### src/rtl/bfg_pkg.sv
package bfg_pkg;
  typedef enum logic [1:0] {
    SZ_BYTE = 2'b00,
    SZ_HALF = 2'b01,
    SZ_WORD = 2'b10
  } size_e;

  typedef enum logic [1:0] {
    K_READ  = 2'b00,
    K_WRITE = 2'b01,
    K_FETCH = 2'b10
  } kind_e;

  typedef struct packed {
    logic [1:0] size;
    logic [1:0] kind;
    logic       unmapped;
    logic       misaligned;
  } fault_rec_t;

  localparam int ST_UNM_BIT = 4;
  localparam int ST_MIS_BIT = 5;
  localparam int ST_SRC_LSB = 8;
  localparam int ST_STK_LSB = 16;
endpackage

### src/rtl/bfg_check.sv
module bfg_check
  import bfg_pkg::*;
(
  input  logic       valid,
  input  logic [1:0] addr_lo,
  input  logic [1:0] size,
  input  logic [1:0] kind,
  input  logic       hit,
  output logic       misalign,
  output logic       unmapped,
  output logic       fault
);
  logic bad_word;
  logic bad_half;
  logic exempt;

  always_comb begin
    exempt   = (kind == K_FETCH);
    bad_word = (size == SZ_WORD) && (addr_lo != 2'b00);
    bad_half = (size == SZ_HALF) && addr_lo[0];
    misalign = valid && !exempt && (bad_word || bad_half);
    unmapped = valid && !hit;
    fault    = misalign || unmapped;
  end
endmodule

### src/rtl/bfg_capture.sv
module bfg_capture
  import bfg_pkg::*;
#(
  parameter int ADDR_W = 32,
  parameter int NMST   = 2,
  localparam int MID_W = (NMST > 1) ? $clog2(NMST) : 1
) (
  input  logic              clk,
  input  logic              rst,
  input  logic              fault,
  input  logic [ADDR_W-1:0] addr,
  input  logic [1:0]        size,
  input  logic [1:0]        kind,
  input  logic              misalign,
  input  logic              unmapped,
  input  logic [MID_W-1:0]  master,
  input  logic              clr_sticky,
  output logic [ADDR_W-1:0] fault_addr_q,
  output fault_rec_t        rec_q,
  output logic [NMST-1:0]   last_src_q,
  output logic [NMST-1:0]   sticky_q
);
  always_ff @(posedge clk) begin
    if (rst) begin
      fault_addr_q <= '0;
      rec_q        <= '0;
    end else if (fault) begin
      fault_addr_q     <= addr;
      rec_q.size       <= size;
      rec_q.kind       <= kind;
      rec_q.unmapped   <= unmapped;
      rec_q.misaligned <= misalign;
    end
  end

  for (genvar m = 0; m < NMST; m++) begin : g_mst
    logic from_me;
    logic displaced;
    assign from_me   = fault && (master == MID_W'(m));
    assign displaced = fault && last_src_q[m] && !from_me;

    always_ff @(posedge clk) begin
      if (rst) begin
        last_src_q[m] <= 1'b0;
        sticky_q[m]   <= 1'b0;
      end else begin
        if (fault) last_src_q[m] <= from_me;
        if (displaced)       sticky_q[m] <= 1'b1;
        else if (clr_sticky) sticky_q[m] <= 1'b0;
      end
    end
  end
endmodule

### src/rtl/bfg_readout.sv
module bfg_readout
  import bfg_pkg::*;
#(
  parameter int ADDR_W = 32,
  parameter int NMST   = 2
) (
  input  logic              clk,
  input  logic              rst,
  input  logic              rd_en,
  input  logic              rd_sel,
  input  logic [ADDR_W-1:0] fault_addr_q,
  input  fault_rec_t        rec_q,
  input  logic [NMST-1:0]   last_src_q,
  input  logic [NMST-1:0]   sticky_q,
  output logic              clr_sticky,
  output logic [ADDR_W-1:0] rd_data,
  output logic              rd_valid
);
  logic [ADDR_W-1:0] status_word;

  always_comb begin
    status_word                         = '0;
    status_word[1:0]                    = rec_q.size;
    status_word[3:2]                    = rec_q.kind;
    status_word[ST_UNM_BIT]             = rec_q.unmapped;
    status_word[ST_MIS_BIT]             = rec_q.misaligned;
    status_word[ST_SRC_LSB +: NMST]     = last_src_q;
    status_word[ST_STK_LSB +: NMST]     = sticky_q;
    clr_sticky                          = rd_en && rd_sel;
  end

  always_ff @(posedge clk) begin
    if (rst) begin
      rd_data  <= '0;
      rd_valid <= 1'b0;
    end else begin
      rd_valid <= rd_en;
      if (rd_en) rd_data <= rd_sel ? status_word : fault_addr_q;
    end
  end
endmodule

### src/rtl/bus_fault_guard.sv
module bus_fault_guard
  import bfg_pkg::*;
#(
  parameter int ADDR_W = 32,
  parameter int NMST   = 2,
  localparam int MID_W = (NMST > 1) ? $clog2(NMST) : 1
) (
  input  logic              clk,
  input  logic              rst,
  input  logic              acc_valid,
  input  logic [ADDR_W-1:0] acc_addr,
  input  logic [1:0]        acc_size,
  input  logic [1:0]        acc_kind,
  input  logic [MID_W-1:0]  acc_master,
  input  logic              acc_hit,
  output logic              abort_o,
  output logic              cancel_o,
  input  logic              rd_en,
  input  logic              rd_sel,
  output logic [ADDR_W-1:0] rd_data,
  output logic              rd_valid
);
  logic              misalign;
  logic              unmapped;
  logic              fault;
  logic              clr_sticky;
  logic [ADDR_W-1:0] fault_addr_q;
  fault_rec_t        rec_q;
  logic [NMST-1:0]   last_src_q;
  logic [NMST-1:0]   sticky_q;

  bfg_check u_check (
    .valid    (acc_valid),
    .addr_lo  (acc_addr[1:0]),
    .size     (acc_size),
    .kind     (acc_kind),
    .hit      (acc_hit),
    .misalign (misalign),
    .unmapped (unmapped),
    .fault    (fault)
  );

  bfg_capture #(.ADDR_W(ADDR_W), .NMST(NMST)) u_capture (
    .clk          (clk),
    .rst          (rst),
    .fault        (fault),
    .addr         (acc_addr),
    .size         (acc_size),
    .kind         (acc_kind),
    .misalign     (misalign),
    .unmapped     (unmapped),
    .master       (acc_master),
    .clr_sticky   (clr_sticky),
    .fault_addr_q (fault_addr_q),
    .rec_q        (rec_q),
    .last_src_q   (last_src_q),
    .sticky_q     (sticky_q)
  );

  bfg_readout #(.ADDR_W(ADDR_W), .NMST(NMST)) u_readout (
    .clk          (clk),
    .rst          (rst),
    .rd_en        (rd_en),
    .rd_sel       (rd_sel),
    .fault_addr_q (fault_addr_q),
    .rec_q        (rec_q),
    .last_src_q   (last_src_q),
    .sticky_q     (sticky_q),
    .clr_sticky   (clr_sticky),
    .rd_data      (rd_data),
    .rd_valid     (rd_valid)
  );

  assign abort_o  = fault;
  assign cancel_o = fault;
endmodule

### config.mk
export PLATFORM = sky130hd
export DESIGN_NAME = bus_fault_guard
export DESIGN_NICKNAME = d
export VERILOG_FILES = /design/src/rtl/bfg_pkg.sv /design/src/rtl/bfg_check.sv /design/src/rtl/bfg_capture.sv /design/src/rtl/bfg_readout.sv /design/src/rtl/bus_fault_guard.sv
export SDC_FILE = /design/constraint.sdc
export NUM_CORES = 1
export LEC_CHECK = 0
export CAP_MARGIN = 10
export CORE_UTILIZATION = 56
export CTS_CLUSTER_SIZE = 30
export DETAILED_ROUTE_END_ITERATION = 7
export DONT_BUFFER_PORTS = 1
export GPL_ROUTABILITY_DRIVEN = 0
export HOLD_SLACK_MARGIN = 0.05
export PLACE_DENSITY = 0.71
export SYNTH_ARGS = -nofsm -noshare
export SYNTH_HDL_FRONTEND = slang
export SYNTH_SLANG_ARGS = --single-unit
### constraint.sdc
create_clock -name clk -period 1.6 [get_ports clk]
set_input_delay 0.32 -clock clk [delete_from_list [all_inputs] [get_ports clk]]
set_output_delay 0.32 -clock clk [all_outputs]
set_load 0.01 [all_outputs]
Word level (Yosys, flattened, before mapping)

Cells that the tools add are included.

Word-level logic and storage cells: 40
Input port bits: 43
Register bits: 75

Reduce and logical (&&, ||, !) cells: 21
Equality and inequality tests: 3
Bitwise operators: 1
Muxes and demuxes: 4

Operators with widths:

| cell                                                             | number |
|---|---|
| 32-bit two-way mux                                               | 1 |
| 1-bit logical AND                                                | 12 |
| 2-bit nonzero test                                               | 3 |
| 2-bit == test (second input constant)                            | 2 |
| 1-bit logical NOT                                                | 4 |
| 1-bit two-way mux                                                | 3 |
| 2-bit by 1-bit == test with 1-bit output (second input constant) | 1 |
| 1-bit logical OR                                                 | 2 |
| 1-bit inverter                                                   | 1 |

Logic depth before layout (Yosys ltp)

Word-level depth: 9
Mapped depth: 6
Gate-level depth less buffers: 4

Cells and area by module

Synthesis repeated with hierarchy kept, for this count alone.

Cell total of the unflattened synthesis: 292
Area total of the unflattened synthesis: 2990.4 µm²

By module, submodules not included:

| module          | area an instance (µm²) | instances | cells an instance | seq. area each (µm²) |
|---|---|---|---|---|
| bfg_capture     | 1544.0                 | 1         | 138               | 840.8 |
| bfg_readout     | 1393.8                 | 1         | 146               | 660.6 |
| bfg_check       | 45.0                   | 1         | 7                 | 0.0 |
| bus_fault_guard | 7.5                    | 1         | 1                 | 0.0 |

Least setup slack after synthesis

OpenSTA, ideal clock, no wires.

Path type: input to output
Start point: input port acc_size[0]
End point: output port cancel_o
Required time: 1280 ps
Cell stages on the path: 5
Path slack: -104 ps
Arrival time: 1384 ps
Path through: o21bai_1 > mux2_2 > buf_4 > o21ai_1 > buf_4

Longest elaborated chain between the ends: 5

Ends and longest elaborated chain:

| element                                                                          | RTL line                         | source |
|---|---|---|
| start: declaration                                                               | bus_fault_guard.sv:12            | `input logic [1:0] acc_size,` |
| 2-bit == test / 2-bit by 1-bit == test with 1-bit output (equally long branches) | bfg_check.sv:19, bfg_check.sv:20 |  |
| 1-bit logical AND (on tied branches)                                             | bfg_check.sv:19, bfg_check.sv:20 |  |
| 1-bit logical OR *                                                               | bfg_check.sv:21                  | `misalign = valid && !exempt && (bad_word \|\| bad_half);` |
| 1-bit logical AND *                                                              | bfg_check.sv:21                  |  |
| 1-bit logical OR *                                                               | bfg_check.sv:23                  | `fault = misalign \|\| unmapped;` |
| end: declaration                                                                 | bus_fault_guard.sv:17            | `output logic cancel_o,` |

Every way passes the cells marked *; elsewhere a longest branch is shown, timed or not.

Worst setup path in the final report

Start point: input port acc_kind[1]
End point: output port abort_o

Longest elaborated chain between the ends: 5

Ends and longest elaborated chain:

| element                        | RTL line              | source |
|---|---|---|
| start: declaration             | bus_fault_guard.sv:13 | `input logic [1:0] acc_kind,` |
| 2-bit == test                  | bfg_check.sv:18       | `exempt = (kind == K_FETCH);` |
| 1-bit logical NOT              | bfg_check.sv:21       |  |
| 1-bit logical AND (2 in a row) | bfg_check.sv:21       |  |
| 1-bit logical OR               | bfg_check.sv:23       |  |
| end: declaration               | bus_fault_guard.sv:16 | `output logic abort_o,` |

No other way between the ends.

==> impl_metrics.env <==
export IMPL_routed_wirelength_mm=8.62
export IMPL_dr_pass1_iters=4
export IMPL_worstSetupStartpointType="input pin"
export IMPL_synth_nets=413
export IMPL_fmax_mhz=680
export IMPL_dp_hpwl_mm=5.34
export IMPL_die_height_um=83.6
export IMPL_cts_tree="done"
export IMPL_cts_repair_resized=0
export IMPL_root_buffer="clkbuf_8"
export IMPL_p_int_mw=2.96
export IMPL_fillers=540
export IMPL_synth_cell_types=36
export IMPL_crit_buf_inv=0
export IMPL_post_route_period_util_pct=91.9
export IMPL_r2r_start="u_capture.fault_addr_q[22]"
export IMPL_die_width_um=83.6
export IMPL_synth_area_mm2=0.00373
export IMPL_peakVddDrop_v=0.000680
export IMPL_r2r_cells=3
export IMPL_rsz0062_at_grt="no"
export IMPL_cts_buffers=9
export IMPL_drt_initial_drc_count=173
export IMPL_status="finished clean"
export IMPL_yosys_area_top_type="dfxtp_1"
export IMPL_die_area_mm2=0.00699
export IMPL_relSlewSlack_pct=55.0
export IMPL_p_clk_share_pct=33.5
export IMPL_grt_use_total_pct=25.3
export IMPL_worst_pin_slew_ns=0.673
export IMPL_setup_viol=0
export IMPL_path_delay_family="simple AND/OR/NAND/NOR gates"
export IMPL_grt_max_degree=52
export IMPL_comb_power_share_pct=14.0
export IMPL_clock_path_buffers=2
export IMPL_drive_gt1_share_pct=14.5
export IMPL_slew_violations=0
export IMPL_gr_total_overflow=0
export IMPL_synth_top_area_share_pct=40.3
export IMPL_yosys_warnings=0
export IMPL_cp_end_kind="output pin"
export IMPL_synth_seq_cells=75
export IMPL_timing_critical_path_required_ns=1.28
export IMPL_r2r_slack_ns=0.54
export IMPL_cap_viol_max_count=0
export IMPL_rows=29
export IMPL_critical_path_arrival_ns=1.15
export IMPL_min_period_ns=1.47
export IMPL_drtAntennaViolNets=0
export IMPL_vias=2928
export IMPL_finalSetupTns_ns=0
export IMPL_hp_class="input pin to flop"
export IMPL_avgRoutedWirePerCell_um=19.8
export IMPL_crit_path_max_fanout=37
export IMPL_timing_rr_end="u_capture.fault_addr_q[22]"
export IMPL_core_area_mm2=0.00639
export IMPL_finClkSkew_ns=0.00463
export IMPL_multi_input_area_mm2=0.00199
export IMPL_cts_htree_levels=3
export IMPL_syn_avg_cell_area_um2=10.1
export IMPL_worstSetupEndpoint="abort_o"
export IMPL_seqPwrFrac_pct=52.5
export IMPL_seq_area_frac_synth_pct=40.3
export IMPL_clk_pin_slew_worst_paths_ns=0.07
export IMPL_insertion_delay_ns=0.34
export IMPL_p_leak_nw=1.81
export IMPL_p_sw_mw=1.04
export IMPL_cts_sinks=75
export IMPL_cp_startpoint="acc_kind[1]"
export IMPL_hold_viol=0
export IMPL_finalNetCount=398
export IMPL_crit_path_max_incr_delay_ns=0.35
export IMPL_hold_slack_ns=0.0600
export IMPL_path_depth=3
export IMPL_ys_top_cells_by_area="dfxtp_1, a32o_1, mux2i_1"
export IMPL_layoutNonFillerInstCount=436
export IMPL_place_inst=419
export IMPL_start_util_pct=58.4
export IMPL_antenna_found_initial=0
export IMPL_io_buffers=0
export IMPL_grt_pass1_wl_mm=14.2
export IMPL_switching_share_pct=26.0
export IMPL_cts_setup_buffers=0
export IMPL_path_cells="nor2b_4 > nand2b_4 > o21ai_4"
export IMPL_synthCells=370
export IMPL_path_class="input pin to output pin"
export IMPL_p_per_area_mw_per_mm2=1010
export IMPL_syn_to_final_growth_pct=6.34
export IMPL_remaining_drc_errors=0
export IMPL_via_per_inst=6.72
export IMPL_insertedDiodeCount=0
export IMPL_io_pins=78
export IMPL_register_area_mm2=0.00150
export IMPL_slowest_stage="nand2b_4"
export IMPL_cts_hold_buffers=1
export IMPL_grt_pass1_vias=2861
==> power by group through the flow <==
stage | Clock [mW] | Sequential (mW) | Combinational (mW)
after floorplan | 0 | 2.12 | 0.477
after global placement | 0 | 2.14 | 0.534
after detailed placement | 0 | 2.14 | 0.546
after CTS | 1.38 | 2.10 | 0.557
after global routing | 1.46 | 2.11 | 0.617
final | 1.34 | 2.10 | 0.559
==> layout by cell type (no fill, tap or decap) <==
master         synthesis  final
nor2_4                 1      1
nand2_1                6      6
clkbuf_8               0     12
nand2b_4               2      2
a211o_1               32     32
nand3_1                1      1
dfxtp_1               75     75
inv_1                  5      4
o21ai_4                0      1
and3_4                13     13
mux2_2                 1      1
clkinv_2               0      2
dlygate4sd3_1          0      2
a211oi_1              11     11
nor3_1                 1      1
nor2b_1                3      2
a21oi_1                8      8
nor2_1                32     32
nand4_1                1      1
o21bai_1               1      1
nor2b_4                1      2
buf_12                 0      3
o211ai_1               5      5
buf_4                  4     13
clkbuf_1              19      1
a31oi_1                1      1
a32o_1                32     32
o21ai_0                3      3
mux2i_4                0      1
o211a_1                1      1
o32ai_1                1      1
and4_1                32     32
nor4b_1                1      1
mux2i_1               32     32
a32oi_1                1      1
inv_2                  0      1
and3_1                20     20
and2_1                 1      1
==> layer usage <==
metal	vias to the layer above	routed length [um]	global-route usage, %
li1	1408	-	-
met1	1415	3880	33.5
met2	94	3920	38.7
met3	11	693	7.22
met4	0	124	10.2
met5	-	0	0
==> worst reg2reg max path, cell delays in order (launching register included) <==
cell and delay, ns:
dfxtp_1 0.32, and3_1 0.15, a32o_1 0.22, a211o_1 0.27
==> cells in the mapped netlist <==
cell type  count
a211o_1       32
a211oi_1      11
a21oi_1        8
a31oi_1        1
a32o_1        32
a32oi_1        1
and2_1         1
and3_1        20
and3_4        13
and4_1        32
buf_2         12
buf_4          4
buf_6          6
clkbuf_1      19
clkbuf_2       3
dfxtp_1       75
inv_1          5
mux2_2         1
mux2i_1       32
mux2i_2        1
nand2_1        6
nand2b_4       2
nand3_1        1
nand4_1        1
nor2_1        32
nor2_4         1
nor2b_1        3
nor2b_4        1
nor3_1         1
nor4b_1        1
o211a_1        1
o211ai_1       5
o21ai_0        3
o21ai_1        1
o21bai_1       1
o32ai_1        1
==> stage by stage <==
| stage | setup slack, ns | area, um^2 | power [mW] | utilization, % |
|---|---|---|---|---|
| 2_1_floorplan | 0.0349 | 3740 | 2.59 | - |
| 3_3_place_gp | 0.0873 | 3770 | 2.67 | 59.0 |
| 3_5_place_dp | 0.0667 | 3770 | 2.69 | 59.0 |
| 4_1_cts | 0.128 | 3960 | 4.04 | 61.9 |
| 5_1_grt | 0.0816 | 3970 | 4.19 | 62.1 |
| 6_report | 0.129 | 3970 | 4.00 | 62.1 |
==> cells by family after synthesis <==
family	count (synthesis)	synth area share [%]
compound gates	97	22.0
buf+inv	49	7.05
flops	75	40.3
mux	34	9.26
simple gates	115	21.4
==> sequential cells by signal, indices dropped and copies added, names as in the netlist <==
signal / cells
u_capture.fault_addr_q: 32
u_readout.rd_data: 32
u_capture.rec_q: 6
u_capture.last_src_q: 2
u_capture.sticky_q: 2
u_readout.rd_valid: 1
==> final cells by class <==
cell class	count	share of cell area, %
multi-input combinational	246	50.2
sequential	75	37.9
timing repair buffer	18	4.48
clock buffer	13	4.26
tap	77	2.43
inverter	5	0.473
clock inverter	2	0.252
==> worst min-delay path by stage <==
stage | from | to | cells after the start
2_1_floorplan | u_capture.sticky_q[0] | u_capture.sticky_q[0] | 2
3_3_place_gp | rst | u_capture.rec_q[5] | 1
3_5_place_dp | rst | u_capture.rec_q[1] | 1
4_1_cts | rd_en | u_readout.rd_data[1] | 1
5_1_grt | rd_en | u_readout.rd_data[9] | 1
6_report | rd_en | u_readout.rd_data[1] | 1
No activity file was read; power rests on OpenSTA's default activity.
